[src/rtl/i2c_cond_pkg.sv]
package i2c_cond_pkg;
  localparam int REG_W          = 8;
  localparam int BIT_STOP_CMD   = 0;
  localparam int BIT_START_CMD  = 1;
  localparam int BIT_STOP_SEEN  = 2;
  localparam int BIT_START_SEEN = 3;
  localparam int BIT_ACK_FORCE  = 4;
  localparam int BIT_ACK_AUTO   = 5;
  localparam int BIT_ACK_SEEN   = 6;
  localparam int BIT_BUS_OE     = 7;

  // strobes from the sequencing logic to the register datapath
  typedef struct packed {
    logic setStartSeen;
    logic clrStartSeen;
    logic setStopSeen;
    logic clrStopSeen;
    logic loadStopCmd;
    logic loadStartCmd;
    logic killCmd;
    logic wrCfg;
  } condStrobes_t;
endpackage

[src/rtl/i2c_cond_seq.sv]
module i2c_cond_seq
  import i2c_cond_pkg::*;
#(
  parameter int SYNC_STAGES = 2
) (
  input  logic         clk,
  input  logic         rstN,
  input  logic         sclIn,
  input  logic         sdaIn,
  input  logic         ifEnable,
  input  logic         xferStart,
  input  logic         addrMismatch,
  input  logic         regWrEn,
  input  logic [1:0]   cmdWr,
  output condStrobes_t strobes
);
  localparam int LAST = SYNC_STAGES - 1;

  logic [SYNC_STAGES-1:0] sclSync;
  logic [SYNC_STAGES-1:0] sdaSync;
  logic sclPrev;
  logic sdaPrev;
  logic startEdge;
  logic stopEdge;

  // synchronizer chains, idle-high reset
  always_ff @(posedge clk) begin
    if (!rstN) begin
      sclSync <= '1;
      sdaSync <= '1;
      sclPrev <= 1'b1;
      sdaPrev <= 1'b1;
    end else begin
      sclSync[0] <= sclIn;
      sdaSync[0] <= sdaIn;
      sclPrev    <= sclSync[LAST];
      sdaPrev    <= sdaSync[LAST];
    end
  end

  generate
    for (genvar i = 1; i < SYNC_STAGES; i++) begin : gSync
      always_ff @(posedge clk) begin
        if (!rstN) begin
          sclSync[i] <= 1'b1;
          sdaSync[i] <= 1'b1;
        end else begin
          sclSync[i] <= sclSync[i-1];
          sdaSync[i] <= sdaSync[i-1];
        end
      end
    end
  endgenerate

  // a condition needs the clock high in both sampled cycles
  always_comb begin
    startEdge = sclSync[LAST] && sclPrev &&  sdaPrev && !sdaSync[LAST];
    stopEdge  = sclSync[LAST] && sclPrev && !sdaPrev &&  sdaSync[LAST];
  end

  always_comb begin
    strobes              = '0;
    strobes.setStartSeen = startEdge;
    strobes.setStopSeen  = stopEdge;
    strobes.clrStartSeen = xferStart || stopEdge || !ifEnable;
    strobes.clrStopSeen  = xferStart || addrMismatch || !ifEnable;
    strobes.loadStopCmd  = regWrEn && ifEnable && cmdWr[0];
    strobes.loadStartCmd = regWrEn && ifEnable && cmdWr[1];
    strobes.killCmd      = !ifEnable;
    strobes.wrCfg        = regWrEn;
  end
endmodule

[src/rtl/i2c_cond_dp.sv]
module i2c_cond_dp
  import i2c_cond_pkg::*;
(
  input  logic             clk,
  input  logic             rstN,
  input  condStrobes_t     strobes,
  input  logic [2:0]       cfgWr,
  output logic             sdaLatch,
  output logic [REG_W-1:0] regValue
);
  logic stopCmd;
  logic startCmd;
  logic stopSeen;
  logic startSeen;
  logic [2:0] cfgBits;

  always_ff @(posedge clk) begin
    if (!rstN) begin
      stopCmd  <= 1'b0;
      startCmd <= 1'b0;
      sdaLatch <= 1'b1;
    end else begin
      // a pending command acts once, then its bit drops
      stopCmd  <= strobes.loadStopCmd;
      startCmd <= strobes.loadStartCmd;
      if (!strobes.killCmd) begin
        if (startCmd)      sdaLatch <= 1'b0;
        else if (stopCmd)  sdaLatch <= 1'b1;
      end
    end
  end

  // clear outranks set
  always_ff @(posedge clk) begin
    if (!rstN) begin
      stopSeen  <= 1'b0;
      startSeen <= 1'b0;
    end else begin
      if (strobes.clrStopSeen)       stopSeen  <= 1'b0;
      else if (strobes.setStopSeen)  stopSeen  <= 1'b1;
      if (strobes.clrStartSeen)      startSeen <= 1'b0;
      else if (strobes.setStartSeen) startSeen <= 1'b1;
    end
  end

  always_ff @(posedge clk) begin
    if (!rstN)              cfgBits <= '0;
    else if (strobes.wrCfg) cfgBits <= cfgWr;
  end

  always_comb begin
    regValue                 = '0;
    regValue[BIT_STOP_CMD]   = stopCmd;
    regValue[BIT_START_CMD]  = startCmd;
    regValue[BIT_STOP_SEEN]  = stopSeen;
    regValue[BIT_START_SEEN] = startSeen;
    regValue[BIT_ACK_FORCE]  = cfgBits[0];
    regValue[BIT_ACK_AUTO]   = cfgBits[1];
    regValue[BIT_ACK_SEEN]   = 1'b0;
    regValue[BIT_BUS_OE]     = cfgBits[2];
  end
endmodule

[src/rtl/i2c_cond_ctrl.sv]
module i2c_cond_ctrl
  import i2c_cond_pkg::*;
#(
  parameter int SYNC_STAGES = 2
) (
  input  logic       clk,
  input  logic       rstN,
  input  logic       sclIn,
  input  logic       sdaIn,
  input  logic       ifEnable,
  input  logic       xferStart,
  input  logic       addrMismatch,
  input  logic       regWrEn,
  input  logic [7:0] regWrData,
  output logic       sdaLatch,
  output logic [7:0] regValue
);
  condStrobes_t strobes;

  i2c_cond_seq #(.SYNC_STAGES(SYNC_STAGES)) u_seq (
    .clk          (clk),
    .rstN         (rstN),
    .sclIn        (sclIn),
    .sdaIn        (sdaIn),
    .ifEnable     (ifEnable),
    .xferStart    (xferStart),
    .addrMismatch (addrMismatch),
    .regWrEn      (regWrEn),
    .cmdWr        ({regWrData[BIT_START_CMD], regWrData[BIT_STOP_CMD]}),
    .strobes      (strobes)
  );

  i2c_cond_dp u_dp (
    .clk      (clk),
    .rstN     (rstN),
    .strobes  (strobes),
    .cfgWr    ({regWrData[BIT_BUS_OE], regWrData[BIT_ACK_AUTO], regWrData[BIT_ACK_FORCE]}),
    .sdaLatch (sdaLatch),
    .regValue (regValue)
  );
endmodule

[config.mk]
export PLATFORM = sky130hd
export DESIGN_NAME = i2c_cond_ctrl
export DESIGN_NICKNAME = d
export VERILOG_FILES = /design/src/rtl/i2c_cond_pkg.sv /design/src/rtl/i2c_cond_seq.sv /design/src/rtl/i2c_cond_dp.sv /design/src/rtl/i2c_cond_ctrl.sv
export SDC_FILE = /design/constraint.sdc
export NUM_CORES = 1
export LEC_CHECK = 0
export ABC_AREA = 0
export BUFFER_PORTS_ARGS = -buffer_cell sky130_fd_sc_hd__clkbuf_2
export CORE_AREA = 5 5 42 44
export DETAILED_ROUTE_END_ITERATION = 7
export DIE_AREA = 0 0 47 49
export GPL_TIMING_DRIVEN = 1
export MAX_ROUTING_LAYER = met4
export PLACE_DENSITY = 0.51
export SLEW_MARGIN = 20
export SYNTH_ARGS = -nofsm -noshare
export SYNTH_HDL_FRONTEND = slang
export SYNTH_SLANG_ARGS = --single-unit
[constraint.sdc]
create_clock -name clk -period 0.8 [get_ports clk]
set_input_delay 0.12 -clock clk [delete_from_list [all_inputs] [get_ports clk]]
set_output_delay 0.12 -clock clk [all_outputs]
set_load 0.01 [all_outputs]
After elaboration in Yosys (flattened, before gate mapping):

Index checks and enable logic that the tools add are counted.

* flip-flop bits (word level): 6
* input bits: 16
* output and inout bits: 9
* word-level logic and storage cells: 11

* multiplexer cells: 2
* reduce and logical (&&, ||, !) cells: 5

Operator list (number)
* $logic_and 1x1->1: 3
* $mux 1: 2
* $reduce_and 2->1: 1
* $reduce_bool 2->1: 1

Depth between registers and ports, before layout:

* word-level depth: 2
* gate-level depth with buffers: 2
* gate-level depth less buffers: 2

By module:

A second synthesis with hierarchy kept.

* cells, all modules: 39
* area total of the unflattened synthesis: 360.3 um^2

Modules (own cells, without submodules)
* i2c_cond_dp: times used 1, cells an instance 30, area an instance 299.0 um^2, seq. area each 160.2 um^2
* i2c_cond_seq: times used 1, cells an instance 9, area an instance 61.3 um^2, seq. area each 0.0 um^2

Worst setup path after synthesis:

No wires, ideal clock.

* path type: flip-flop to flip-flop
* start: register u_dp.sdaLatch (netlist name)
* end: register u_dp.sdaLatch
* library setup time: 0.122 ns
* arrival: 0.494 ns
* required time: 0.678 ns
* path slack: 0.184 ns
* stages on the path, launching flop included: 3
* buffers on the path: 0
* period minus slack after synthesis: 0.616 ns
* cell sequence: dfxtp_1 > a21oi_1 > o21ai_0

RTL lines
* to (signal assigned): line i2c_cond_dp.sv:21 `sdaLatch <= 1'b1;`
* to (signal assigned): line i2c_cond_dp.sv:27 `if (startCmd) sdaLatch <= 1'b0;`
* to (signal assigned): line i2c_cond_dp.sv:28 `else if (stopCmd) sdaLatch <= 1'b1;`
* to (decl): line i2c_cond_dp.sv:8 `output logic sdaLatch,`

Final worst setup path:

* start: register u_dp.cfgBits[0]
* end: output regValue[4]

RTL lines
* from (decl): line i2c_cond_dp.sv:15 `logic [2:0] cfgBits;`
* from (signal assigned): line i2c_cond_dp.sv:48 `else if (strobes.wrCfg) cfgBits <= cfgWr;`
* to (decl): line i2c_cond_ctrl.sv:16 `output logic [7:0] regValue`

No word-level cell between the ends.

==> run summary <==
The flow ran to the end, and the final reports show no timing, DRC or antenna violations. Across the VDD grid, the largest voltage drop is 0.664 mV. The number of top-level pins is 25, and the routability-driven placement congestion ratio is 0.622. Once placement finished, the instance area stood at 307 µm². The commonest non-fill, non-tap cell in the layout is clkbuf_2. Clock latency on the worst-skew pair, taken at its later pin, is 240 ps. The design draws 0.680 mW. The cell family contributing the most delay on the critical path is flip-flops.

The logs give 513 µm for the total routed wirelength and 7.49 ps for the worst setup margin. Summed over all cells, the static leakage comes to 0.180 nW. The ratio of cells with drive above 1 in the final layout was 0.676. The number of antenna diodes in the final layout is 0. The clock passes through at most 2 buffers. The worst register-to-register path begins at u_dp.startCmd.

The worst hold path begins at rstN. The count of hold buffers inserted by post-cts repair came out at 0. The cell count after synthesis came out at 23. The logic depth of the worst register-to-register path was 2.

Via density per instance: 3.74. Number of setup violations in the final report: 0. Along the worst hold path, the cell count comes to 2. Timing would allow up to 1.26 GHz. The number of standard-cell rows in the floorplan was 14. The biggest area contributor in the post-synthesis netlist is dfxtp_1. During synthesis, Yosys emitted a total of 4 warnings. The run gives 198 as the detailed-route via count. The ratio of final minimum period to clock period came out at 0.991. The signal on the critical path passes through buf_6.

The run gives 0 as the hold violation total from the final report. The count of buffers added on input and output ports is 14. The number of antenna violations at the first check in global routing is 0, and the met2 track demand over resource is 0.0679. The synthesized netlist occupies a cell area of 246 µm².

The number of placed instances, taps included, is 50. For the global-route track usage on met3, the log shows 0.0258. For this block, the initial DRC count from the detailed router was 0.

The logs give 0.487 for the share of synthesized area occupied by flip-flops and latches and 3 for the number of buffers created by CTS. The number of storage elements in the synthesis netlist is 6, and the die footprint is 2300 µm². The run gives 0.0571 as the met1 track demand over resource.

After floorplanning, the core was sized to cover 1400 µm². The CTS clock-pin slew for the worst setup and hold paths is 50 ps. Yosys attributes the largest share of cell area to dfxtp_1 (49%), buf_4 (15%), mux2i_1 (12%). The critical-path maximum fanout came out at 2. Path category of the worst min-delay check: in -> reg. The highest cell delay on the worst timing path was 320 ps. The number of buffer and inverter instances along the worst setup path is 1. The worst hold path terminates at u_dp.sdaLatch.

Among all stages on the critical path, the largest delay is contributed by dfxtp_2. The tools report the type of origin of the critical path as a flip-flop. TritonCTS built the clock tree.

In this run the most used layer during global routing was met2. Leaving out fill and tap cells, the most frequent cells in the layout are clkbuf_2 (8), buf_6 (6), dfxtp_2 (6). Sum of overflow across all layers after global routing: 0.

The first global-routing pass estimated 828 µm of wire. For the data required time at the worst endpoint, the log shows 680 ps. The run gives 0.176 as the effective utilization at floorplan. The run gives 374 µm² as the post-layout instance area. The cell count along the critical path is 1. Summed over all failing endpoints, the final setup total negative slack is 0 ps. The data arrival at the endpoint of the critical path was 670 ps.

The count of different cell masters after synthesis is 9, and the total iterations of the first detailed-routing run is 1. In the final layout, flip-flops and latches occupy 128 µm². The number of filler instances in the final layout is 154. The worst setup path is captured at a primary output.

The remaining design rule violation count was 0. The power per cell area came out at 1820 nW/µm². The worst register-to-register path ends at u_dp.sdaLatch.

Averaged over all synthesized cells, the footprint is 10.7 µm². The number of global-route vias before repair was 208; the number of levels in the clock H-tree was 1. The run gives 96.3 µm² as the area of the multi-input gates. For this run, the post-layout net count is 55. Setup repair after global routing could not meet its margin everywhere.

For the setup slack of the most critical reg-to-reg path, the log shows 140 ps. The worst setup path is of the reg -> out kind. The largest clock skew in the final design is 5.49 ps, and the shortest clock period the worst path allows after layout is 793 ps.

The post-synthesis to final-layout area growth is 51.8%. In this run the remaining antenna-violating nets after routing total 0. Max-cap violations in this run came to 0.

From bottom edge to top edge, the die measures 49 µm. The total number of clock tree sinks is 6, and the worst slack at placement is 161 ps. The portion of synthesized cell area occupied by the leading cell type was 0.487.

The HPWL after detailed placement was 415 µm; the average routed wire per standard cell was 9.68 µm. The CTS root buffer was clkbuf_4. The final number of max-transition violations was 0; the largest net degree at the start of global routing was 7. The width of the chip is 47 µm.

The overall routing resource usage was 0.0542. Once layout is complete, the cells apart from fillers number 53.
==> per-layer routing <==
metal	part of all wire	routed length [µm]
met5	0	0
met4	0	0
met3	0.15	76
met2	0.47	239
met1	0.39	198
==> final cells by class <==
cell class | instances | area share
repair buffers | 14 | 0.288
clock buffers | 3 | 0.0602
well taps | 16 | 0.0535
flip-flops and latches | 6 | 0.341
multi-input cells | 14 | 0.258
==> repair_timing <==
action,in CTS,in global routing
resized for setup,6,12
setup buffers,0,0
setup endpoints to repair,6,6
==> flip-flops by register name, summed over array words and instances, names as in the netlist <==
signal and flops:
u_dp.sdaLatch 1, u_dp.stopCmd 1, u_dp.cfgBits 3, u_dp.startCmd 1
==> synth_stat cells <==
cell type / number
mux2i_1: 3
conb_1: 1
a21oi_1: 1
buf_4: 5
o21ai_0: 1
and2_1: 1
dfxtp_1: 6
nor2b_1: 3
and4_2: 2
==> worst max-delay path by stage <==
stage	start	endpoint	slack, ps
2_1_floorplan	u_dp.sdaLatch	u_dp.sdaLatch	180
3_3_place_gp	regWrEn	u_dp.cfgBits[1]	170
3_5_place_dp	regWrEn	u_dp.cfgBits[0]	160
4_1_cts	u_dp.cfgBits[0]	regValue[4]	-10
5_1_grt	u_dp.cfgBits[0]	regValue[4]	-30
6_report	u_dp.cfgBits[0]	regValue[4]	7
==> report_power, final <==
group          switching (mW)  leakage, nW  internal, mW
sequential            0.00875       0.0507         0.315
clock                   0.101       0.0138         0.169
combinational          0.0361        0.115        0.0495
total                   0.146        0.180         0.534
==> cell families after synthesis <==
family | synth area share
AOI/OAI and AO/OA | 0.0406
buffers and inverters | 0.152
DFF | 0.487
muxes | 0.122
other | 0.0152
and+or+nand+nor | 0.183
==> metrics by stage <==
step,hold slack (ps),utilization
after floorplan,196,-
after global placement,356,0.219
final,113,0.267
after global routing,147,0.267
after CTS,103,0.240
after detailed placement,353,0.219
No activity file was read; power rests on OpenSTA's default activity.
